File: src/rtl/dram_rs_pkg.sv
package dram_rs_pkg;

    typedef enum logic [2:0] {
        CMD_NONE   = 3'd0,
        CMD_PREALL = 3'd1,
        CMD_AREF   = 3'd2,
        CMD_MODE   = 3'd3,
        CMD_SR_IN  = 3'd4,
        CMD_SR_OUT = 3'd5
    } rs_cmd_e;

    typedef enum logic [3:0] {
        ST_PAUSE, ST_PREALL, ST_AREF1, ST_AREF2, ST_MODE,
        ST_MRD, ST_RUN, ST_SELF, ST_XSR
    } rs_state_e;

    typedef struct packed {
        rs_cmd_e code;
        logic    granted;
    } rs_hs_t;

    // Round a duration in ns up to whole clock cycles, at least one.
    function automatic int cyc_ceil(longint ns, longint clk_ps);
        longint c;
        c = (ns * 64'sd1000 + clk_ps - 64'sd1) / clk_ps;
        return (c < 64'sd1) ? 1 : int'(c);
    endfunction

    // Average refresh spacing in cycles: retention / rows, rounded down.
    function automatic int refi_cyc(longint ret_us, longint rows, longint clk_ps);
        longint c;
        c = (ret_us * 64'sd1000000) / (rows * clk_ps);
        return (c < 64'sd1) ? 1 : int'(c);
    endfunction

endpackage

File: src/rtl/rs_timer.sv
module rs_timer #(
    parameter int LIMIT = 4
) (
    input  logic clk,
    input  logic rst,
    input  logic en,
    output logic expired
);
    localparam int W = (LIMIT < 2) ? 1 : $clog2(LIMIT);
    localparam logic [W-1:0] LAST = W'(LIMIT - 1);

    logic [W-1:0] cnt;

    assign expired = en && (cnt == LAST);

    always_ff @(posedge clk) begin
        if (rst || !en)   cnt <= '0;
        else if (expired) cnt <= '0;
        else              cnt <= cnt + 1'b1;
    end
endmodule

File: src/rtl/rs_owed.sv
module rs_owed #(
    parameter int MAX = 8,
    localparam int OW = $clog2(MAX + 1)
) (
    input  logic          clk,
    input  logic          rst,
    input  logic          tick,
    input  logic          dec,
    input  logic          clr,
    output logic [OW-1:0] count,
    output logic          urgent,
    output logic          overrun
);
    localparam logic [OW-1:0] CAP = OW'(MAX);

    assign urgent = (count == CAP);

    always_ff @(posedge clk) begin
        if (rst || clr) begin
            count   <= '0;
            overrun <= 1'b0;
        end else begin
            unique case ({tick, dec})
                2'b10: if (count == CAP) overrun <= 1'b1;
                       else              count   <= count + 1'b1;
                2'b01: if (count != '0)  count   <= count - 1'b1;
                default: ;
            endcase
        end
    end

    p_owed_cap_r7: assert property (@(posedge clk) disable iff (rst)
        count <= CAP);
    p_sat_hold_r7: assert property (@(posedge clk) disable iff (rst)
        (urgent && tick && !dec && !clr) |=> (urgent && overrun));
    p_inc_r5: assert property (@(posedge clk) disable iff (rst)
        (tick && !dec && !clr && !urgent) |=> (count == $past(count) + 1'b1));
    p_dec_r6: assert property (@(posedge clk) disable iff (rst)
        (dec && !tick && !clr && count != '0) |=> (count == $past(count) - 1'b1));
endmodule

File: src/rtl/rs_seq.sv
module rs_seq
    import dram_rs_pkg::*;
(
    input  logic    clk,
    input  logic    rst,
    input  logic    grant,
    input  logic    done,
    input  logic    sr_enter,
    input  logic    sr_exit,
    input  logic    pause_exp,
    input  logic    mrd_exp,
    input  logic    xsr_exp,
    input  logic    owed_nz,
    input  logic    overrun,
    output logic    cmd_req,
    output rs_cmd_e cmd_code,
    output logic    ready,
    output logic    in_sr,
    output logic    pause_en,
    output logic    mrd_en,
    output logic    xsr_en,
    output logic    run_en,
    output logic    owed_dec,
    output logic    owed_clr
);
    rs_state_e st_q, st_d;
    rs_hs_t    hs_q, hs_d;
    logic      rewake_q, rewake_d;
    logic      fin;

    assign cmd_req  = (hs_q.code != CMD_NONE) && !hs_q.granted;
    assign cmd_code = hs_q.code;
    assign fin      = hs_q.granted && done;
    assign ready    = (st_q == ST_RUN);
    assign in_sr    = (st_q == ST_SELF);
    assign pause_en = (st_q == ST_PAUSE);
    assign mrd_en   = (st_q == ST_MRD);
    assign xsr_en   = (st_q == ST_XSR);
    assign run_en   = ready;
    assign owed_dec = ready && fin && (hs_q.code == CMD_AREF);

    always_comb begin
        st_d     = st_q;
        hs_d     = hs_q;
        rewake_d = rewake_q;
        owed_clr = 1'b0;
        if (cmd_req && grant) hs_d.granted = 1'b1;
        if (fin)              hs_d = '{code: CMD_NONE, granted: 1'b0};
        unique case (st_q)
            ST_PAUSE:  if (pause_exp) begin st_d = ST_PREALL; hs_d.code = CMD_PREALL; end
            ST_PREALL: if (fin) begin st_d = ST_AREF1; hs_d.code = CMD_AREF; end
            ST_AREF1:  if (fin) begin st_d = ST_AREF2; hs_d.code = CMD_AREF; end
            ST_AREF2:  if (fin) begin
                           if (rewake_q) begin st_d = ST_RUN; rewake_d = 1'b0; end
                           else begin st_d = ST_MODE; hs_d.code = CMD_MODE; end
                       end
            ST_MODE:   if (fin) st_d = ST_MRD;
            ST_MRD:    if (mrd_exp) st_d = ST_RUN;
            ST_RUN: begin
                if (overrun && !hs_q.granted) begin
                    st_d      = ST_AREF1;
                    hs_d.code = CMD_AREF;
                    rewake_d  = 1'b1;
                    owed_clr  = 1'b1;
                end else if (hs_q.code == CMD_NONE) begin
                    if (owed_nz)       hs_d.code = CMD_AREF;
                    else if (sr_enter) hs_d.code = CMD_SR_IN;
                end else if (fin && hs_q.code == CMD_SR_IN) begin
                    st_d     = ST_SELF;
                    owed_clr = 1'b1;
                end
            end
            ST_SELF: begin
                if (hs_q.code == CMD_NONE) begin
                    if (sr_exit) hs_d.code = CMD_SR_OUT;
                end else if (fin) st_d = ST_XSR;
            end
            ST_XSR:    if (xsr_exp) st_d = ST_RUN;
            default:   st_d = ST_PAUSE;
        endcase
    end

    always_ff @(posedge clk) begin
        if (rst) begin
            st_q     <= ST_PAUSE;
            hs_q     <= '{code: CMD_NONE, granted: 1'b0};
            rewake_q <= 1'b0;
        end else begin
            st_q     <= st_d;
            hs_q     <= hs_d;
            rewake_q <= rewake_d;
        end
    end

    p_quiet_pause_r1: assert property (@(posedge clk) disable iff (rst)
        pause_en |-> (!cmd_req && !ready));
    p_hold_req_r2: assert property (@(posedge clk) disable iff (rst)
        (cmd_req && !grant && !overrun) |=> (cmd_req && $stable(cmd_code)));
    p_mrd_wait_r4: assert property (@(posedge clk) disable iff (rst)
        (st_q == ST_MODE && fin) |=> (!ready && !cmd_req));
    p_rewake_r8: assert property (@(posedge clk) disable iff (rst)
        (ready && overrun && !hs_q.granted) |=> (!ready && cmd_code == CMD_AREF));
    p_self_empty_r9: assert property (@(posedge clk) disable iff (rst)
        in_sr |-> !owed_nz);
    p_exit_wait_r10: assert property (@(posedge clk) disable iff (rst)
        (in_sr && fin) |=> (!ready && !in_sr));
endmodule

File: src/rtl/dram_refresh_sched.sv
module dram_refresh_sched
    import dram_rs_pkg::*;
#(
    parameter int CLK_PS   = 10000,
    parameter int PAUSE_NS = 100000,
    parameter int RET_US   = 64000,
    parameter int ROWS     = 8192,
    parameter int TXSR_NS  = 75,
    parameter int TMRD_CYC = 2,
    parameter int MAX_OWED = 8,
    localparam int OW = $clog2(MAX_OWED + 1)
) (
    input  logic          clk,
    input  logic          rst,
    input  logic          arb_grant,
    input  logic          arb_done,
    input  logic          sr_enter,
    input  logic          sr_exit,
    output logic          cmd_req,
    output logic [2:0]    cmd_code,
    output logic          ready,
    output logic          urgent,
    output logic [OW-1:0] owed_count,
    output logic          in_sr
);
    localparam int PAUSE_CYC = cyc_ceil(longint'(PAUSE_NS), longint'(CLK_PS));
    localparam int REFI_CYC  = refi_cyc(longint'(RET_US), longint'(ROWS), longint'(CLK_PS));
    localparam int TXSR_CYC  = cyc_ceil(longint'(TXSR_NS), longint'(CLK_PS));

    logic    pause_en, mrd_en, xsr_en, run_en;
    logic    pause_exp, mrd_exp, xsr_exp, refi_exp;
    logic    owed_dec, owed_clr, overrun;
    rs_cmd_e code_w;

    rs_timer #(.LIMIT(PAUSE_CYC)) i_pause (.clk(clk), .rst(rst), .en(pause_en), .expired(pause_exp));
    rs_timer #(.LIMIT(TMRD_CYC))  i_mrd   (.clk(clk), .rst(rst), .en(mrd_en),   .expired(mrd_exp));
    rs_timer #(.LIMIT(TXSR_CYC))  i_xsr   (.clk(clk), .rst(rst), .en(xsr_en),   .expired(xsr_exp));
    rs_timer #(.LIMIT(REFI_CYC))  i_refi  (.clk(clk), .rst(rst), .en(run_en),   .expired(refi_exp));

    rs_owed #(.MAX(MAX_OWED)) i_owed (
        .clk(clk), .rst(rst), .tick(refi_exp), .dec(owed_dec), .clr(owed_clr),
        .count(owed_count), .urgent(urgent), .overrun(overrun)
    );

    rs_seq i_seq (
        .clk(clk), .rst(rst), .grant(arb_grant), .done(arb_done),
        .sr_enter(sr_enter), .sr_exit(sr_exit),
        .pause_exp(pause_exp), .mrd_exp(mrd_exp), .xsr_exp(xsr_exp),
        .owed_nz(|owed_count), .overrun(overrun),
        .cmd_req(cmd_req), .cmd_code(code_w), .ready(ready), .in_sr(in_sr),
        .pause_en(pause_en), .mrd_en(mrd_en), .xsr_en(xsr_en), .run_en(run_en),
        .owed_dec(owed_dec), .owed_clr(owed_clr)
    );

    assign cmd_code = code_w;
endmodule

File: config.mk
export PLATFORM = sky130hd
export DESIGN_NAME = dram_refresh_sched
export DESIGN_NICKNAME = d
export VERILOG_FILES = /design/src/rtl/dram_rs_pkg.sv /design/src/rtl/rs_timer.sv /design/src/rtl/rs_owed.sv /design/src/rtl/rs_seq.sv /design/src/rtl/dram_refresh_sched.sv
export SDC_FILE = /design/constraint.sdc
export NUM_CORES = 1
export LEC_CHECK = 0
export BUFFER_PORTS_ARGS = -buffer_cell sky130_fd_sc_hd__clkbuf_2
export CAP_MARGIN = 20
export CORE_ASPECT_RATIO = 0.6
export CORE_MARGIN = 8
export CORE_UTILIZATION = 55
export CTS_BUF_LIST = sky130_fd_sc_hd__clkbuf_4
export DETAILED_ROUTE_END_ITERATION = 8
export GPL_TIMING_DRIVEN = 0
export PLACE_DENSITY = 0.81
export SLEW_MARGIN = 20
export SYNTH_ARGS = -nofsm -noshare
export SYNTH_HDL_FRONTEND = slang
export SYNTH_HIERARCHICAL = 1
export SYNTH_SLANG_ARGS = --single-unit
File: constraint.sdc
create_clock -name clk -period 6.9 [get_ports clk]
set_input_delay 0.345 -clock clk [delete_from_list [all_inputs] [get_ports clk]]
set_output_delay 0.345 -clock clk [all_outputs]
set_load 0.02 [all_outputs]
==> run summary, run 1 <==
outcome: complete, no violations
H-tree depth: 2
Hold WS: 243 ps
Reg2Reg Depth: 8
Detailed Place HPWL: 3940 um
sequential fraction of the synthesis area: 0.327
max cap viols: 0
DR WL/cell: 14.1 um
Hold EP: i_seq/hs_q[0]
final setup fails: 0
most frequent cells in the layout: dfxtp_1, nor2_1, clkbuf_2, xnor2_1, nand2_1
Port Buf Inserts: 16
largest net degree at the start of global routing: 13
Worst-Margin Slew: 607 ps
Critical Path AT: 3170 ps
RR Startpoint: i_seq/st_q[2]
Residual DRC: 0
worst-path cell chain: buf_6 -> nor4_2 -> or4b_1 -> nor4_2 -> nor3_1 -> o21ai_1 -> nand4_1 -> mux2i_1
setup_tns: 0 ps
total CTS buffers: 5
pwr dens: 251 nW/um2
CTS tree: yes
syn avg cell area: 9.08 um2
CP Class: flop to flop
Die Y-Extent: 69.0 um
initial antenna violation count: 0
Top-Level Pins: 17
top-area cell type share of the netlist area: 0.327
DR iter-0 viols: 228
Layout Cells excl Fill: 370
slowest stage delay, CP: 560 ps
Design Area, Final: 2780 um2
post-synth top area cell: dfxtp_1
Post-CTS Hold Buffers: 0
clk root buf: clkbuf_4
CP delay by family, top: simple AND/OR/NAND/NOR gates
Critical-path top delay cell: nor4_2
syn_nets: 295
worst min path class: input port to flop
Max Root-Sink Buffers: 2
initial core utilization: 0.566
CP bufs+invs: 1
ys flop type: dfxtp_1
period utilization: 0.424
VDD IR-drop max: 0.154 mV
Synth warnings: 6
worst skew pair latency: 360 ps
clk slew on worst S/H paths: 130 ps
dpl cells: 362
synthesized flop and latch total: 42
layout cells sized above 1: 0.235
Antenna diodes: 0
Routed Antenna Nets: 0
RSZ-0062 raised after global routing: no
Rows: 19
Async S/R FF share, synth: 0
Leakage Power: 0.970 nW
Hold Violations, Final: 0
min-delay src: arb_grant
CP max FO: 10
Crit path top cell by count: nor4_2
grt ovf: 0
Startpoint Class: flop
area post-placement: 2730 um2
skew final: 10.1 ps
GRT Total Usage: 0.155
CTS sink cnt: 42
synth top area cells: dfxtp_1, nor2_1, xnor2_1
gpl congestion: 0.861
drt first pass iters: 5
Die Width: 104 um
FF-to-FF End: i_seq/st_q[0]
Synth Cell Area: 2570 um2
# resized after CTS: 0
hold depth: 3
Total Routed Length: 5230 um
fmax: 342 MHz
Worst Path Required: 7150 ps
vias per inst: 5.79
Post-synth EDFFs: 0
commonest non-fill, non-tap cell in the layout: dfxtp_1
core area: 4540 um2
Max Slew Vio Count: 0
worst relative slew slack: 0.592
Finished Core Util: 0.613
Area Growth Syn to Fin: 8.28%
die footprint: 7190 um2
number of setup buffers added after CTS: 0
flop-to-flop setup slack: 3980 ps
vias in the first global route: 2000
Via Count: 2142
Post-Syn Instances: 283
Total Nets Final: 318
synth unique cells: 78
first-pass GRT wire length: 9140 um
CP endpoint kind: flop
min Tclk post-route: 2920 ps
-- cell usage after synthesis, drive strengths merged (5+ instances only) --
master	instances
buf	14
a21oi	14
o211ai	5
nand3	10
ha	6
dfxtp	42
or3	5
o21ai	6
xnor2	14
nand2	15
nand4	5
nor4	5
nor3	7
inv	13
nor2	42
xor2	5
and2	5
-- how the worst max path moves through the flow --
| stage | from | to | slack, ps | depth (start not counted) |
|---|---|---|---|---|
| 5_1_grt | i_seq/st_q[0] | i_owed/count[2] | 3740 | 13 |
| 6_report | i_seq/st_q[2] | i_seq/st_q[0] | 3980 | 8 |
| 3_3_place_gp | i_seq/st_q[0] | i_owed/count[2] | 4040 | 13 |
| 4_1_cts | i_seq/st_q[0] | i_owed/count[2] | 3980 | 13 |
| 2_1_floorplan | i_seq/st_q[0] | i_owed/count[2] | 4160 | 12 |
| 3_5_place_dp | i_seq/st_q[0] | i_owed/count[2] | 4000 | 13 |
-- metal layers --
layer,vias up,share of wire,wire length [um],track usage
li1,1063,-,-,-
met1,976,0.49,2570,0.203
met2,89,0.41,2130,0.240
met3,14,0.082,428,0.0473
met4,0,0.019,97,0.0590
met5,-,0,0,0
-- sequential cells by signal, summed over array words and instances, names as in the netlist --
name            count
i_owed/overrun      1
i_xsr/cnt           3
i_seq/rewake_q      1
i_mrd/cnt           1
i_refi/cnt         10
i_owed/count        4
i_seq/st_q          4
i_seq/cmd_code      3
i_seq/hs_q          1
i_pause/cnt        14
-- worst register-to-register path, delay by kind of cell (launching register included) --
family | cells | cell delay (ps)
and+or+nand+nor | 5 | 1770
muxes | 1 | 170
DFF | 1 | 400
AOI/OAI and AO/OA | 1 | 280
buffers and inverters | 1 | 170
-- area by class of cell --
cell class	count	area, um2
Fill cell	384	1760
Inverter	13	48.8
Clock buffer	6	45.0
Clock inverter	2	8.76
Buffer	17	175
Multi-Input combinational cell	211	1510
Tap cell	63	78.8
Sequential cell	42	841
Timing Repair Buffer	16	80.1
-- per-stage QoR --
| stage | setup WS (ps) | total power [mW] |
|---|---|---|
| 5_1_grt | 3740 | 0.741 |
| 3_3_place_gp | 4040 | 0.572 |
| 6_report | 3980 | 0.700 |
| 2_1_floorplan | 4160 | 0.523 |
| 3_5_place_dp | 4000 | 0.579 |
| 4_1_cts | 3980 | 0.704 |
-- power by group --
part           switching (mW)  leakage (nW)  internal (mW)
Combinational           0.159         0.598          0.141
Sequential             0.0194         0.339          0.259
Clock                  0.0792        0.0331         0.0423
Total                   0.258         0.970          0.442
-- kinds of logic (layout without fill, tap and decap cells) --
kind of cell,Yosys count,after routing,share of synthesized area
buffers and inverters,30,54,0.0871
muxes,5,5,0.0234
DFF,42,42,0.327
and+or+nand+nor,129,129,0.307
AOI/OAI and AO/OA,52,52,0.162
xor gates and xnor gates,19,19,0.0648
adders and majority gates,6,6,0.0292
Power figures use the tool's default switching activity.
==> run 2, diff against run 1 <==
==> constraint.sdc (replaced) <==
create_clock -name clk -period 2.9 [get_ports clk]
set_input_delay 0.145 -clock clk [delete_from_list [all_inputs] [get_ports clk]]
set_output_delay 0.145 -clock clk [all_outputs]
set_load 0.02 [all_outputs]
==> run 2 against run 1 <==
Effect of this change: combinational power rose by 150%; worst setup slack worse by 3800 ps; hold slack worse by 190 ps; non-clock buffer count is the same; critical path type unchanged.
==> run summary, run 2 (same netlist as run 1, synthesis figures left out) <==
outcome: complete, no violations
GRT Total Usage: 0.155
first-pass GRT wire length: 9140 um
Design Area, Final: 2820 um2
area post-placement: 2730 um2
Startpoint Class: flop
vias in the first global route: 2000
min Tclk post-route: 2730 ps
vias per inst: 5.79
die footprint: 7190 um2
clk root buf: clkbuf_4
DR iter-0 viols: 179
grt ovf: 0
most frequent cells in the layout: dfxtp_1, nor2_1, clkbuf_2, xnor2_1, nand2_1
max cap viols: 0
DR WL/cell: 14.4 um
Rows: 19
layout cells sized above 1: 0.238
period utilization: 0.940
Area Growth Syn to Fin: 9.54%
Total Routed Length: 5320 um
Total Nets Final: 318
Critical Path Stages: 8
Top reg by flops: i_pause/cnt
Port Buf Inserts: 16
final setup fails: 0
layout filler cell count: 375
Setup crit end: i_seq/st_q[0]
Crit path top cell by count: nor4_4
CTS sink cnt: 42
Die Width: 104 um
CP bufs+invs: 1
CTS tree: yes
CP Class: flop to flop
initial core utilization: 0.566
number of setup buffers added after CTS: 0
Residual DRC: 0
total power: 1.69 mW
Finished Core Util: 0.620
Detailed Place HPWL: 3940 um
worst skew pair latency: 350 ps
total CTS buffers: 5
CP delay by family, top: simple AND/OR/NAND/NOR gates
Max Slew Vio Count: 0
Max Root-Sink Buffers: 2
Worst Path Required: 3150 ps
clk slew on worst S/H paths: 120 ps
Worst-Margin Slew: 607 ps
flop-to-flop setup slack: 170 ps
Critical-path top delay cell: or4b_1
Antenna diodes: 0
gpl congestion: 0.861
skew final: 3.91 ps
core area: 4540 um2
Critical Path AT: 2970 ps
Top Registers: i_pause/cnt x14, i_refi/cnt x10
critical path startpoint: i_seq/st_q[2]
initial antenna violation count: 0
setup_tns: 0 ps
largest net degree at the start of global routing: 13
worst relative slew slack: 0.592
VDD IR-drop max: 0.370 mV
RR Startpoint: i_seq/st_q[2]
H-tree depth: 2
Leakage Power: 0.981 nW
Die Y-Extent: 69.0 um
slowest stage delay, CP: 520 ps
pwr dens: 600 nW/um2
worst-path cell chain: buf_6 -> nor4_4 -> or4b_1 -> nor4_4 -> nor3_1 -> o21ai_1 -> nand4_1 -> mux2i_1
Reg2Reg Depth: 8
Routed Antenna Nets: 0
commonest non-fill, non-tap cell in the layout: dfxtp_1
Via Count: 2143
Top-Level Pins: 17
FF-to-FF End: i_seq/st_q[0]
number of flip-flops in the largest register: 14
drt first pass iters: 4
fmax: 367 MHz
CP max FO: 10
CP endpoint kind: flop
RSZ-0062 raised after global routing: no
worst min path class: input port to flop
Hold Violations, Final: 0
run 2: changes by cell type in the layout (fill, tap and decap cells not counted):
cell	change
nor4_4	+3
nor4_2	-2
nor4_1	-1
run 2: how the worst min path moves through the flow:
stage,from,to,cells past startpoint
floorplan,rst,i_mrd/cnt,1
global placement,arb_grant,i_seq/hs_q[0],3
detailed placement,i_mrd/cnt,i_mrd/cnt,1
CTS,arb_grant,i_seq/hs_q[0],3
global route,arb_grant,i_seq/hs_q[0],3
finish,arb_grant,i_seq/hs_q[0],3
run 2: cell type report:
cell class | count | area [um2] | share of cell area
flip-flops and latches | 42 | 841 | 0.299
inverters | 13 | 48.8 | 0.0173
well taps | 63 | 78.8 | 0.0280
clock inverters | 2 | 8.76 | 0.00311
plain buffers | 17 | 175 | 0.0622
multi-input cells | 211 | 1540 | 0.546
clock buffers | 6 | 45.0 | 0.0160
repair buffers | 16 | 80.1 | 0.0284
run 2: power by group:
part / total (mW) / internal, mW / switching, mW
Clock: 0.285 / 0.101 / 0.184
Sequential: 0.661 / 0.616 / 0.0459
Combinational: 0.743 / 0.348 / 0.395
run 2: stage by stage:
step                std cells  hold WS, ps  worst slack (ps)
finish                    370         53.4               173
global route              370         71.8              7.84
CTS                       370         32.3              59.1
detailed placement        362          421              3.46
global placement          362          397              36.1
floorplan                 283          216               157
run 2: what timing repair did:
action / 4_1_cts / 5_1_grt
pin swaps: 0 / 2
setup endpoints to repair: 1 / 6
hold buffers: 0 / 0
resized for setup: 1 / 3
hold endpoints to repair: 0 / 0
run 2: routing by layer:
metal / up-vias / track usage / wire length, um
met3: 12 / 0.0473 / 376
met2: 78 / 0.240 / 2190
met4: 0 / 0.0590 / 85
li1: 1066 / - / -
met1: 987 / 0.203 / 2680
met5: - / 0 / 0
run 2: worst reg2reg max path: stages (launching register included):
cell and delay, ps:
dfxtp_1 400, buf_6 180, nor4_4 310, or4b_1 520, nor4_4 430, nor3_1 110, o21ai_1 270, nand4_1 240
mux2i_1 180
